[config.mk]
export PLATFORM = sky130hd
export DESIGN_NAME = spi_reg_bridge
export DESIGN_NICKNAME = d
export VERILOG_FILES = /design/src/rtl/spi_gate_pkg.sv /design/src/rtl/spi_frame_port.sv /design/src/rtl/unlock_seq.sv /design/src/rtl/spi_reg_bridge.sv
export SDC_FILE = /design/constraint.sdc
export NUM_CORES = 1
export LEC_CHECK = 0
export BUFFER_PORTS_ARGS = -buffer_cell sky130_fd_sc_hd__buf_2
export CORE_MARGIN = 4
export CORE_UTILIZATION = 63
export DETAILED_ROUTE_END_ITERATION = 8
export GPL_TIMING_DRIVEN = 0
export HOLD_SLACK_MARGIN = 0.05
export PLACE_DENSITY = 0.82
export REMOVE_ABC_BUFFERS = 1
export SYNTH_ARGS = -nofsm -noshare
export SYNTH_HDL_FRONTEND = slang
export SYNTH_SLANG_ARGS = --single-unit
[constraint.sdc]
create_clock -name clk -period 3.3 [get_ports clk]
set_input_delay 0.165 -clock clk [delete_from_list [all_inputs] [get_ports clk]]
set_output_delay 0.165 -clock clk [all_outputs]
set_load 0.02 [all_outputs]
[src/rtl/spi_gate_pkg.sv]
package spi_gate_pkg;
  localparam int FRAME_BITS = 32;
  localparam int ADDR_W     = 7;
  localparam int DATA_W     = 16;
  localparam int RSV_W      = 8;

  typedef enum logic [1:0] {
    LK_LOCKED = 2'd0,
    LK_HALF   = 2'd1,
    LK_OPEN   = 2'd3
  } lock_state_e;

  // field order is the wire format of a command word
  typedef struct packed {
    logic              wr;
    logic [ADDR_W-1:0] addr;
    logic [RSV_W-1:0]  rsv;
    logic [DATA_W-1:0] data;
  } cmd_t;
endpackage

[src/rtl/spi_frame_port.sv]
module spi_frame_port #(
  parameter int SYNC_STAGES = 2,
  parameter int FRAME_BITS  = 32
) (
  input  logic                  clk,
  input  logic                  rst,
  input  logic                  sclk,
  input  logic                  cs_n,
  input  logic                  mosi,
  input  logic [FRAME_BITS-1:0] tx_word,
  output logic                  miso,
  output logic                  active,
  output logic                  frame_valid,
  output logic [FRAME_BITS-1:0] frame_word
);
  localparam int CNT_W = $clog2(FRAME_BITS + 2);
  localparam logic [CNT_W-1:0] CNT_FULL = CNT_W'(FRAME_BITS);
  localparam logic [CNT_W-1:0] CNT_OVER = CNT_W'(FRAME_BITS + 1);

  logic [SYNC_STAGES-1:0] sclk_p, cs_p, mosi_p;
  logic sclk_s, cs_s, mosi_s, sclk_d, cs_d;
  logic rise, fall, started;
  logic [CNT_W-1:0] cnt;
  logic [FRAME_BITS-1:0] rx_sh, tx_sh;

  always_ff @(posedge clk) begin
    if (rst) begin
      sclk_p <= '0;
      cs_p   <= '1;
      mosi_p <= '0;
    end else begin
      sclk_p <= {sclk_p[SYNC_STAGES-2:0], sclk};
      cs_p   <= {cs_p[SYNC_STAGES-2:0], cs_n};
      mosi_p <= {mosi_p[SYNC_STAGES-2:0], mosi};
    end
  end

  assign sclk_s = sclk_p[SYNC_STAGES-1];
  assign cs_s   = cs_p[SYNC_STAGES-1];
  assign mosi_s = mosi_p[SYNC_STAGES-1];
  assign active = ~cs_s;
  assign rise   = active & sclk_s & ~sclk_d;
  assign fall   = active & ~sclk_s & sclk_d;

  always_ff @(posedge clk) begin
    if (rst) begin
      sclk_d      <= 1'b0;
      cs_d        <= 1'b1;
      cnt         <= '0;
      started     <= 1'b0;
      rx_sh       <= '0;
      tx_sh       <= '0;
      miso        <= 1'b0;
      frame_valid <= 1'b0;
      frame_word  <= '0;
    end else begin
      sclk_d      <= sclk_s;
      cs_d        <= cs_s;
      frame_valid <= 1'b0;
      if (!active) begin
        cnt     <= '0;
        started <= 1'b0;
      end else begin
        if (rise) begin
          rx_sh <= {rx_sh[FRAME_BITS-2:0], mosi_s};
          if (cnt != CNT_OVER) cnt <= cnt + 1'b1;
        end
        if (fall) started <= 1'b1;
      end
      // end of frame: only an exact bit count yields a command
      if (cs_s && !cs_d && cnt == CNT_FULL) begin
        frame_valid <= 1'b1;
        frame_word  <= rx_sh;
      end
      // response tracks the holding word until the first falling edge
      if (fall)          tx_sh <= {tx_sh[FRAME_BITS-2:0], 1'b0};
      else if (!started) tx_sh <= tx_word;
      miso <= active ? tx_sh[FRAME_BITS-1] : 1'b0;
    end
  end
endmodule

[src/rtl/unlock_seq.sv]
module unlock_seq
  import spi_gate_pkg::*;
#(
  parameter logic [DATA_W-1:0] KEY_FIRST  = 16'hA569,
  parameter logic [DATA_W-1:0] KEY_SECOND = 16'h1248
) (
  input  logic              clk,
  input  logic              rst,
  input  logic              wr_en,
  input  logic [DATA_W-1:0] wr_data,
  output lock_state_e       state
);
  lock_state_e nxt;

  always_comb begin
    nxt = state;
    if (wr_en) begin
      if (wr_data == KEY_FIRST)                         nxt = LK_HALF;
      else if (state == LK_HALF && wr_data == KEY_SECOND) nxt = LK_OPEN;
      else                                              nxt = LK_LOCKED;
    end
  end

  always_ff @(posedge clk) begin
    if (rst) state <= LK_LOCKED;
    else     state <= nxt;
  end
endmodule

[src/rtl/spi_reg_bridge.sv]
module spi_reg_bridge
  import spi_gate_pkg::*;
#(
  parameter int                SYNC_STAGES  = 2,
  parameter int                READ_LATENCY = 1,
  parameter logic [15:0]       REVISION     = 16'h0107,
  parameter logic [15:0]       KEY_FIRST    = 16'hA569,
  parameter logic [15:0]       KEY_SECOND   = 16'h1248,
  parameter logic [6:0]        LOCK_ADDR    = 7'h00,
  parameter logic [6:0]        REV_ADDR     = 7'h7F
) (
  input  logic        clk,
  input  logic        rst,
  input  logic        spi_sclk,
  input  logic        spi_cs_n,
  input  logic        spi_mosi,
  output logic        spi_miso,
  output logic [6:0]  reg_addr,
  output logic [15:0] reg_wdata,
  output logic        reg_we,
  output logic        reg_re,
  input  logic [15:0] reg_rdata
);
  localparam int PAD_W = FRAME_BITS - DATA_W;

  logic                  frame_active, frame_valid;
  logic [FRAME_BITS-1:0] frame_word;
  logic [DATA_W-1:0]     resp_q;
  cmd_t                  cmd;
  lock_state_e           lock_state;
  logic                  cmd_ok, is_lock, is_rev, is_ext;
  logic                  lock_wr, we_nxt, re_nxt;
  logic [READ_LATENCY:0] rd_pipe;

  spi_frame_port #(.SYNC_STAGES(SYNC_STAGES), .FRAME_BITS(FRAME_BITS)) u_port (
    .clk(clk), .rst(rst), .sclk(spi_sclk), .cs_n(spi_cs_n), .mosi(spi_mosi),
    .tx_word({{PAD_W{1'b0}}, resp_q}), .miso(spi_miso), .active(frame_active),
    .frame_valid(frame_valid), .frame_word(frame_word)
  );

  assign cmd     = cmd_t'(frame_word);
  assign cmd_ok  = frame_valid && (cmd.rsv == '0);
  assign is_lock = (cmd.addr == LOCK_ADDR);
  assign is_rev  = (cmd.addr == REV_ADDR);
  assign is_ext  = !is_lock && !is_rev;
  assign lock_wr = cmd_ok && cmd.wr && is_lock;
  assign we_nxt  = cmd_ok && cmd.wr && is_ext && (lock_state == LK_OPEN);
  assign re_nxt  = cmd_ok && !cmd.wr && is_ext;

  unlock_seq #(.KEY_FIRST(KEY_FIRST), .KEY_SECOND(KEY_SECOND)) u_lock (
    .clk(clk), .rst(rst), .wr_en(lock_wr), .wr_data(cmd.data), .state(lock_state)
  );

  always_ff @(posedge clk) begin
    if (rst) begin
      reg_we    <= 1'b0;
      reg_re    <= 1'b0;
      reg_addr  <= '0;
      reg_wdata <= '0;
      rd_pipe   <= '0;
    end else begin
      reg_we  <= we_nxt;
      reg_re  <= re_nxt;
      rd_pipe <= {rd_pipe[READ_LATENCY-1:0], re_nxt};
      if (cmd_ok) begin
        reg_addr  <= cmd.addr;
        reg_wdata <= cmd.data;
      end
    end
  end

  always_ff @(posedge clk) begin
    if (rst) begin
      resp_q <= '0;
    end else if (rd_pipe[READ_LATENCY]) begin
      resp_q <= reg_rdata;
    end else if (frame_valid) begin
      if (!cmd_ok || cmd.wr) resp_q <= '0;
      else if (is_lock)      resp_q <= {{(DATA_W-2){1'b0}}, lock_state};
      else if (is_rev)       resp_q <= REVISION;
    end
  end
endmodule

### After elaboration in Yosys (flattened, before gate mapping)

Cells that the tools add are included.

| word-level totals | value |
|---|---|
| flip-flop bits (word level) | 158 |
| logic and storage cells | 72 |

| cells by class | value |
|---|---|
| add/sub/neg operators | 1 |
| equality and inequality tests | 8 |
| mux-type cells | 10 |
| bitwise operators | 7 |
| reductions and logical operators | 26 |

Operators by type and width:

| kind | number |
|---|---|
| 2-to-1 mux 16 bit | 5 |
| 2-to-1 mux 32 bit | 2 |
| equality test 16 x 13 -> 1 bit (second input constant) | 1 |
| equality test 16 bit (second input constant) | 1 |
| logical AND 1 bit | 11 |
| logical NOT 8 bit | 1 |
| equality test 7 bit (second input constant) | 1 |
| logical NOT 7 bit | 1 |
| adder 6 x 1 -> 6 bit (second input constant) | 1 |
| equality test 6 bit (second input constant) | 1 |
| != test 6 bit (second input constant) | 1 |
| AND reduction 2 bit | 3 |
| logical NOT 1 bit | 5 |
| AND 1 bit | 4 |
| 2-to-1 mux 2 bit | 2 |
| nonzero test 4 bit | 1 |
| OR reduction 2 bit | 2 |
| NOT 1 bit | 3 |
| equality test 2 x 1 -> 1 bit (second input constant) | 1 |
| equality test 2 bit (second input constant) | 1 |
| != test 2 x 1 -> 1 bit (second input constant) | 1 |
| nonzero test 2 bit | 1 |
| logical OR 1 bit | 1 |
| 2-to-1 mux 1 bit | 1 |

### Logic depth before layout (Yosys ltp)

Gate-level depths: netlist of run 1.

| depth | value |
|---|---|
| depth after elaboration | 7 |
| depth in mapped cells | 7 |
| mapped depth without buffers | 6 |

### Hierarchy

From an unflattened synthesis of run 1, not the netlist that was laid out.

| second synthesis, totals | value |
|---|---|
| cell total of the unflattened synthesis | 696 |
| area total of the unflattened synthesis | 6099.6 um^2 |

By module, submodules not included:

| module | instances | cells an instance | area an instance (um^2) | seq. area each (um^2) |
|---|---|---|---|---|
| spi_frame_port | 1 | 493 | 4305.4 | 2262.2 |
| spi_reg_bridge | 1 | 186 | 1637.8 | 840.8 |
| unlock_seq | 1 | 17 | 156.4 | 40.0 |

### Worst setup path before layout of run 1

OpenSTA, ideal clock, no wires.

| timing path | value |
|---|---|
| kind | flip-flop to flip-flop |
| start | register u_port.frame_word[27] |
| end | register resp_q[5] |
| library setup time | 128 ps |
| arrival | 1630 ps |
| data required time | 3172 ps |
| path slack | 1542 ps |
| stages on the path, launching flop included | 7 |
| path buffers | 1 |
| period minus slack after synthesis | 1758 ps |
| path through | dfxtp_1 or4_4 nor4_4 o32ai_2 buf_6 a22oi_1 nor2_1 |

| between the ends | value |
|---|---|
| word-level cells in the longest chain between the ends | 5 |
| elaborated cells on any way between the ends | 8 |

Ends and longest elaborated chain:

| element | line | text |
|---|---|---|
| from (decl) | spi_frame_port.sv:14 | `output logic [FRAME_BITS-1:0] frame_word` |
| from (signal assigned) | spi_frame_port.sv:73 | `frame_word <= rx_sh;` |
| logical NOT 7 bit | spi_reg_bridge.sv:43 | `assign is_lock = (cmd.addr == LOCK_ADDR);` |
| 2-to-1 mux 16 bit | spi_reg_bridge.sv:79 | `else if (is_lock) resp_q <= {{(DATA_W-2){1'b0}}, lock_state};` |
| 2-to-1 mux 16 bit | spi_reg_bridge.sv:78 | `if (!cmd_ok \|\| cmd.wr) resp_q <= '0;` |
| 2-to-1 mux 16 bit | spi_reg_bridge.sv:77 | `end else if (frame_valid) begin` |
| 2-to-1 mux 16 bit | spi_reg_bridge.sv:75 | `end else if (rd_pipe[READ_LATENCY]) begin` |
| to (signal assigned) | spi_reg_bridge.sv:76 | `resp_q <= reg_rdata;` |
| to (signal assigned) | spi_reg_bridge.sv:79 |  |
| to (decl) | spi_reg_bridge.sv:28 | `logic [DATA_W-1:0] resp_q;` |

Several ways; a longest one is shown, not always the timed one. The select of a mux whose other input is x is not followed.
A chain may end at the register's enable or synchronous reset.

### Final worst setup path of run 1

| timing path | value |
|---|---|
| start | register u_port.frame_word[20] |
| end | register resp_q[8] |

| between the ends | value |
|---|---|
| word-level cells in the longest chain between the ends | 7 |
| elaborated cells on any way between the ends | 9 |

Ends and longest elaborated chain:

| element | line | text |
|---|---|---|
| logical NOT 8 bit (*) | spi_reg_bridge.sv:42 | `assign cmd_ok = frame_valid && (cmd.rsv == '0);` |
| logical AND 1 bit (*) | spi_reg_bridge.sv:42 |  |
| logical NOT 1 bit (*) | spi_reg_bridge.sv:78 |  |
| logical OR 1 bit (*) | spi_reg_bridge.sv:78 |  |
| 2-to-1 mux 16 bit | spi_reg_bridge.sv:78 |  |
| 2-to-1 mux 16 bit | spi_reg_bridge.sv:77 |  |
| 2-to-1 mux 16 bit | spi_reg_bridge.sv:75 |  |

Every way passes the cells marked *; elsewhere a longest branch is shown, timed or not. The select of a mux whose other input is x is not followed.

==> flow_summary_export.csv, run 1 <==
group,metric,value,unit
status,status,"completed",
sta,fmax,0.369,GHz
clocking,cts_tree,"built",
routing,drt_pre_antenna_iters,5,
die,fp-row-count,34,
hold_path,hold_path_depth,2,
die,die_h,104,um
routing,drc,0,
job,cap_violations,0,
sta,min_period,2710,ps
logic_synthesis,ys_top_cells_by_area,"dfxtp_1, nand2_1, a21oi_1",
logic_synthesis,ys_warn_count,0,
power_and_ir_drop,p_per_area,585,nW/um2
clocking,cts_buffer_depth,2,
routing,drt-total-wl,12.5,mm
clocking,cts.sinks,157,
power_and_ir_drop,p_sw,786,uW
logic_synthesis,yosysMostFrequentCell,"nand2_1",
hold_path,hold_class,"primary input to flip-flop",
global_routing,grt_pass1_vias,4732,
power_and_ir_drop,power,3990,uW
global_routing,antenna_found_initial,0,
sta,max-slew-margin-rel,0.159,
logic_synthesis,yosysSeqAreaShare,0.546,
clocking,cts_setup_buffers,0,
power_and_ir_drop,power.share.clock,0.505,
final_layout,drive_gt1_frac,0.125,
placed_design,io_buffers,46,
placed_design,dp_slack,586,ps
setup_path,cp_data_required_time,3730,ps
placed_design,placedCellCount,791,
clocking,root_buffer,"clkbuf_8",
routing,ant_nets,0,
global_routing,overflow,0,
final_layout,multi_input_area,2390,um2
setup_path,slowest_stage,"nand3_1",
setup_path,slowest_delay,840,ps
clocking,clkSlewWorstSetupHoldPaths,60,ps
clocking,clock_latency,530,ps
placed_design,hpwl,7.17,mm
placed_design,gp_congestion,0.783,
sta,grt_setup_unrepaired,"no",
setup_path,crit_type,"flip-flop to flip-flop",
logic_synthesis,syn_area_per_cell,8.43,um2
logic_synthesis,synthesis.area,5760,um2
routing,vias_per_cell,5.69,
logic_synthesis,yosys.area.top_type_share,0.546,
logic_synthesis,synth_edf_count,0,
sta,tns,0,ps
power_and_ir_drop,power.leakage,0.00240,uW
die,die_area,10700,um2
setup_path,reg2reg_setup_slack,590,ps
power_and_ir_drop,seqPwrFrac,0.477,
die,ios,47,
logic_synthesis,synthFlopType,"dfxtp_1",
logic_synthesis,synthDistinctLibCells,42,
logic_synthesis,synth_cells,683,
sta,finalHoldViolCount,0,
sta,final-max-slew-violation-count,0,
final_layout,area_growth_syn_to_layout,18.2,%
routing,wl_per_cell,14.8,um
final_layout,num_antenna_cells,0,
setup_path,cp-startpoint,"u_port.frame_word[20]",
final_layout,nets,746,
routing,dr.first_iter.drc_count,374,
setup_path,crit_path_end_kind,"flip-flop",
hold_path,hold_start,"rst",
die,core,8810,um2
sta,setup_viol,0,
hold_path,whs_endpoint,"resp_q[5]",
power_and_ir_drop,p_sw_frac,0.197,
global_routing,grt_use_total,0.243,
setup_path,rr_worst_depth,5,
power_and_ir_drop,intPower,3200,uW
clocking,cts_made_buffers,17,
power_and_ir_drop,ir_drop,0.322,mV
logic_synthesis,yosys.area.top_type,"dfxtp_1",
setup_path,start_kind,"flip-flop",
sta,fin_ws,593,ps
routing,vias,4796,
power_and_ir_drop,p_comb_frac,0.018,
sta,worstMarginPinSlew,1260,ps
logic_synthesis,async_flop_share,0,
setup_path,cp.arrival,3130,ps
die,start_util,0.654,
setup_path,r2r_start,"u_port.frame_word[20]",
sta,skew,6.86,ps
final_layout,layoutNonFillerInstCount,843,
logic_synthesis,ys_top_cells_by_count,"nand2_1, dfxtp_1, a21oi_1",
sta,min_period_over_period,0.820,
die,dieWidth,104,um
final_layout,nFillCells,603,
global_routing,grt_pass1_wl,21.6,mm
logic_synthesis,synth-seq-cells,157,
setup_path,crit_chain,"nor4_2, nand3_1, o311ai_0, nand2b_1, a221oi_1",
setup_path,path_max_fanout,27,
setup_path,regToRegEndpoint,"resp_q[8]",
global_routing,grt_max_degree,76,
final_layout,seqCellArea,3140,um2
clocking,htreeDepth,4,
[cells by family after synthesis]
kind of cell	Yosys count	share of synthesized area
mux	17	0.0295
buf+inv	60	0.0415
xor+xnor	5	0.00760
fa+ha+maj	3	0.00652
simple gates	298	0.226
flops	157	0.546
compound gates	143	0.143
[what timing repair did]
action / in CTS / in global routing
setup endpoints to repair: 0 / 0
resized for setup: 0 / 0
hold buffers: 19 / 0
hold endpoints to repair: 19 / 0
[metal layers]
layer  share of wire  GRT usage  up-vias
li1                -          -     2377
met1            0.43      0.287     2280
met2            0.51      0.412      114
met3           0.043     0.0672       25
met4           0.021      0.112        0
met5               0          0        -
[registers in the layout (all words and copies together) (netlist names)]
name                flops
u_port.frame_word      32
u_port.started          1
u_port.cs_d             1
reg_addr                7
resp_q                 16
u_port.cs_p             2
reg_wdata              16
u_port.frame_valid      1
u_port.rx_sh           32
u_port.mosi_p           2
rd_pipe                 2
u_port.cnt              6
u_port.sclk_d           1
reg_we                  1
u_port.tx_sh           32
u_lock.state            2
u_port.sclk_p           2
u_port.miso             1
[power groups by stage]
stage | registers, uW | clock network, uW | logic [uW]
2_1_floorplan | 1940 | 0 | 9.09
3_3_place_gp | 1940 | 0 | 48.4
3_5_place_dp | 1940 | 0 | 54.0
4_1_cts | 1900 | 2030 | 71.6
5_1_grt | 1900 | 2110 | 79.8
6_report | 1900 | 2010 | 72.3
[critical path, delay by kind of cell (launching register included)]
family	cells	cell delay, ps
AOI/OAI and AO/OA	2	890
DFF	1	320
and+or+nand+nor	3	1400
[layout by cell type (no fill, tap or decap), types with 5 or more instances in the layout]
| cell | netlist | final |
|---|---|---|
| nand2_1 | 195 | 194 |
| dfxtp_1 | 157 | 156 |
| a21oi_1 | 106 | 106 |
| buf_2 | 4 | 45 |
| nor2_1 | 42 | 42 |
| nand3_1 | 21 | 21 |
| dlygate4sd3_1 | 0 | 19 |
| mux2i_1 | 17 | 17 |
| clkbuf_16 | 0 | 16 |
| a211oi_1 | 15 | 15 |
| a22oi_1 | 12 | 12 |
| inv_1 | 11 | 11 |
| nor2b_1 | 7 | 7 |
| a221oi_1 | 5 | 5 |
[area by class of cell]
cell class / instances / area share
sequential: 157 / 0.462
multi-input combinational: 466 / 0.350
timing repair buffer: 69 / 0.0717
clock buffer: 22 / 0.0665
clock inverter: 10 / 0.0239
tap: 108 / 0.0198
inverter: 11 / 0.00606
[per-stage QoR]
step / utilization / area, um2 / hold WS (ps)
after floorplan: - / 5560 / 234
after global placement: 0.673 / 5930 / 351
after detailed placement: 0.680 / 5990 / 353
after CTS: 0.771 / 6790 / 175
after global routing: 0.773 / 6810 / 213
final: 0.773 / 6810 / 192
[how the worst max path moves through the flow]
stage / cells past startpoint / end / slack, ps
after floorplan: 4 / u_port.cnt[4] / 570
after global placement: 4 / u_port.cnt[4] / -480
after detailed placement: 5 / resp_q[8] / 590
after CTS: 5 / resp_q[8] / 570
after global routing: 5 / resp_q[8] / 310
final: 5 / resp_q[8] / 590
Power figures use the tool's default switching activity.
==> run 2, diff against run 1 <==
--- a/config.mk
+++ b/config.mk
@@ -7,11 +7,11 @@
 export LEC_CHECK = 0
 export BUFFER_PORTS_ARGS = -buffer_cell sky130_fd_sc_hd__buf_2
 export CORE_MARGIN = 4
-export CORE_UTILIZATION = 63
+export CORE_UTILIZATION = 53
 export DETAILED_ROUTE_END_ITERATION = 8
 export GPL_TIMING_DRIVEN = 0
 export HOLD_SLACK_MARGIN = 0.05
-export PLACE_DENSITY = 0.82
+export PLACE_DENSITY = 0.74
 export REMOVE_ABC_BUFFERS = 1
 export SYNTH_ARGS = -nofsm -noshare
 export SYNTH_HDL_FRONTEND = slang
==> constraint.sdc (replaced) <==
create_clock -name clk -period 2.3 [get_ports clk]
set_input_delay 0.115 -clock clk [delete_from_list [all_inputs] [get_ports clk]]
set_output_delay 0.115 -clock clk [all_outputs]
set_load 0.02 [all_outputs]
==> run 2 against run 1 <==
Net effect: core utilization fell by 12 points; cell area rose by 1.0%; die area rose by 17%; total power rose by 41%; combinational power rose by 44%; critical path depth rose by 1; hold slack got worse by 72 ps; clock skew rose by 9.2 ps; routed wire length fell by 1.5%; global-route usage fell by 4.7 points; sequential cell count did not move; worst setup slack got worse by 370 ps.
==> flow_summary_export.csv, run 2 (same netlist as run 1, synthesis figures left out) <==
group,metric,value,unit
status,status,"completed",
setup_path,crit_path_end_kind,"flip-flop",
setup_path,start_kind,"flip-flop",
final_layout,reg.largest.list,"u_port.frame_word: 32 flops, u_port.rx_sh: 32 flops, u_port.tx_sh: 32 flops",
setup_path,slowest_stage,"or4_4",
power_and_ir_drop,power.leakage,0.00241,uW
power_and_ir_drop,seqPwrFrac,0.485,
setup_path,slowest_delay,560,ps
clocking,clkSlewWorstSetupHoldPaths,70,ps
setup_path,cp_data_required_time,2690,ps
sta,worstMarginPinSlew,809,ps
setup_path,regToRegEndpoint,"resp_q[11]",
routing,ant_nets,0,
final_layout,final_common_cell,"nand2_1",
die,start_util,0.551,
setup_path,crit_chain,"or4_4, nor4_4, o32ai_4, buf_4, a22oi_1, nor2_1",
placed_design,dp_slack,-451,ps
setup_path,crit_cells,6,
die,die_h,112,um
routing,wl_per_cell,14.1,um
placed_design,placed_cell_area,6020,um2
sta,final-max-slew-violation-count,0,
hold_path,hold_class,"primary input to flip-flop",
final_layout,nets,749,
clocking,cts_made_buffers,17,
final_layout,area_growth_syn_to_layout,19.4,%
final_layout,final_cell_mix,"nand2_1, dfxtp_1, a21oi_1",
placed_design,gp_congestion,0.759,
sta,skew,16.0,ps
setup_path,crit_buf_inv,1,
final_layout,num_antenna_cells,0,
sta,tns,0,ps
setup_path,crit_type,"flip-flop to flip-flop",
clocking,htreeDepth,4,
sta,finalHoldViolCount,0,
die,fp-row-count,37,
clocking,cts_tree,"built",
die,dieWidth,112,um
setup_path,cp.arrival,2460,ps
placed_design,hpwl,7.22,mm
placed_design,placedCellCount,819,
setup_path,rr_worst_depth,6,
setup_path,reg2reg_setup_slack,220,ps
global_routing,overflow,0,
routing,vias_per_cell,5.45,
sta,min_period,2080,ps
power_and_ir_drop,ir_drop,0.429,mV
sta,fmax,0.481,GHz
clocking,cts_buffer_depth,2,
sta,min_period_over_period,0.904,
power_and_ir_drop,p_per_area,819,nW/um2
power_and_ir_drop,p_sw,1240,uW
routing,drt_pre_antenna_iters,5,
global_routing,antenna_found_initial,0,
final_layout,layoutNonFillerInstCount,874,
global_routing,grt_pass1_vias,4508,
clocking,root_buffer,"clkbuf_8",
hold_path,hold_start,"rst",
routing,drt-total-wl,12.3,mm
setup_path,cp-startpoint,"u_port.frame_word[27]",
clocking,clock_latency,530,ps
setup_path,critPathCapture,"resp_q[11]",
die,core,10500,um2
final_layout,design_area,6880,um2
clocking,cts.sinks,157,
placed_design,io_buffers,46,
setup_path,path_max_fanout,14,
setup_path,crit_family,"simple AND/OR/NAND/NOR gates",
global_routing,grt_pass1_wl,20.7,mm
routing,drc,0,
power_and_ir_drop,intPower,4390,uW
routing,dr.first_iter.drc_count,482,
job,cap_violations,0,
routing,vias,4763,
sta,max-slew-margin-rel,0.459,
global_routing,grt_max_degree,83,
die,die_area,12600,um2
power_and_ir_drop,power.share.clock,0.497,
global_routing,grt_use_total,0.196,
power_and_ir_drop,p_sw_frac,0.221,
sta,setup_viol,0,
setup_path,r2r_start,"u_port.frame_word[27]",
final_layout,drive_gt1_frac,0.138,
die,ios,47,
power_and_ir_drop,power,5630,uW
sta,grt_setup_unrepaired,"no",
sta,fin_ws,222,ps
power_and_ir_drop,p_comb_frac,0.018,
-- run 2: cell count changes in the layout (fill, tap and decap cells not counted), sizes merged --
cell and delta:
clkinvlp -2, clkinv -1, inv +9, buf +2, clkbuf -4, bufinv -2
nand4b +1
-- run 2: worst min path at each step --
stage / cells after the start / slack (ps) / end
final: 2 / 120 / resp_q[4]
after global routing: 2 / 140 / u_port.frame_word[2]
after CTS: 2 / 90 / resp_q[4]
after detailed placement: 2 / 300 / u_port.cs_p[0]
after global placement: 2 / 300 / u_port.cs_p[0]
after floorplan: 1 / 180 / reg_addr[0]
-- run 2: cell type report --
class                   count  area [um2]
multi-input cells         467        2430
flip-flops and latches    157        3140
clock inverters            14         170
inverters                  11        41.3
fillers                   846        3580
well taps                 136         170
repair buffers             71         495
clock buffers              18         428
-- run 2: worst reg2reg max path, delay by kind of cell, from the launching register on --
| family | cells | cell delay, ps |
|---|---|---|
| buffers and inverters | 1 | 260 |
| AOI/OAI and AO/OA | 2 | 390 |
| DFF | 1 | 330 |
| and+or+nand+nor | 3 | 970 |
-- run 2: power groups by stage --
stage	Sequential [uW]	Clock (uW)	Combinational, uW
2_1_floorplan	2790	0	13.0
3_3_place_gp	2790	0	69.3
3_5_place_dp	2790	0	77.9
4_1_cts	2730	2840	102
5_1_grt	2730	2960	114
6_report	2730	2800	104
-- run 2: through the flow --
| step | hold slack [ps] | util |
|---|---|---|
| detailed placement | 300 | 0.575 |
| global placement | 301 | 0.570 |
| finish | 119 | 0.657 |
| floorplan | 184 | - |
| CTS | 94.9 | 0.654 |
| global route | 144 | 0.657 |
-- run 2: per-layer routing --
layer,global-route usage,vias to the layer above,share of wire
met3,0.0480,14,0.032
met2,0.325,96,0.49
met4,0.0537,0,0.013
met1,0.256,2272,0.47
li1,-,2381,-
met5,0,-,0
-- run 2: repair_timing --
item,in CTS,in global routing
gates cloned,1,0
setup buffers,0,3
hold buffers,19,0
setup endpoints to repair,51,27
hold endpoints to repair,19,0
pin swaps,1,4
gates resized for setup,5,4
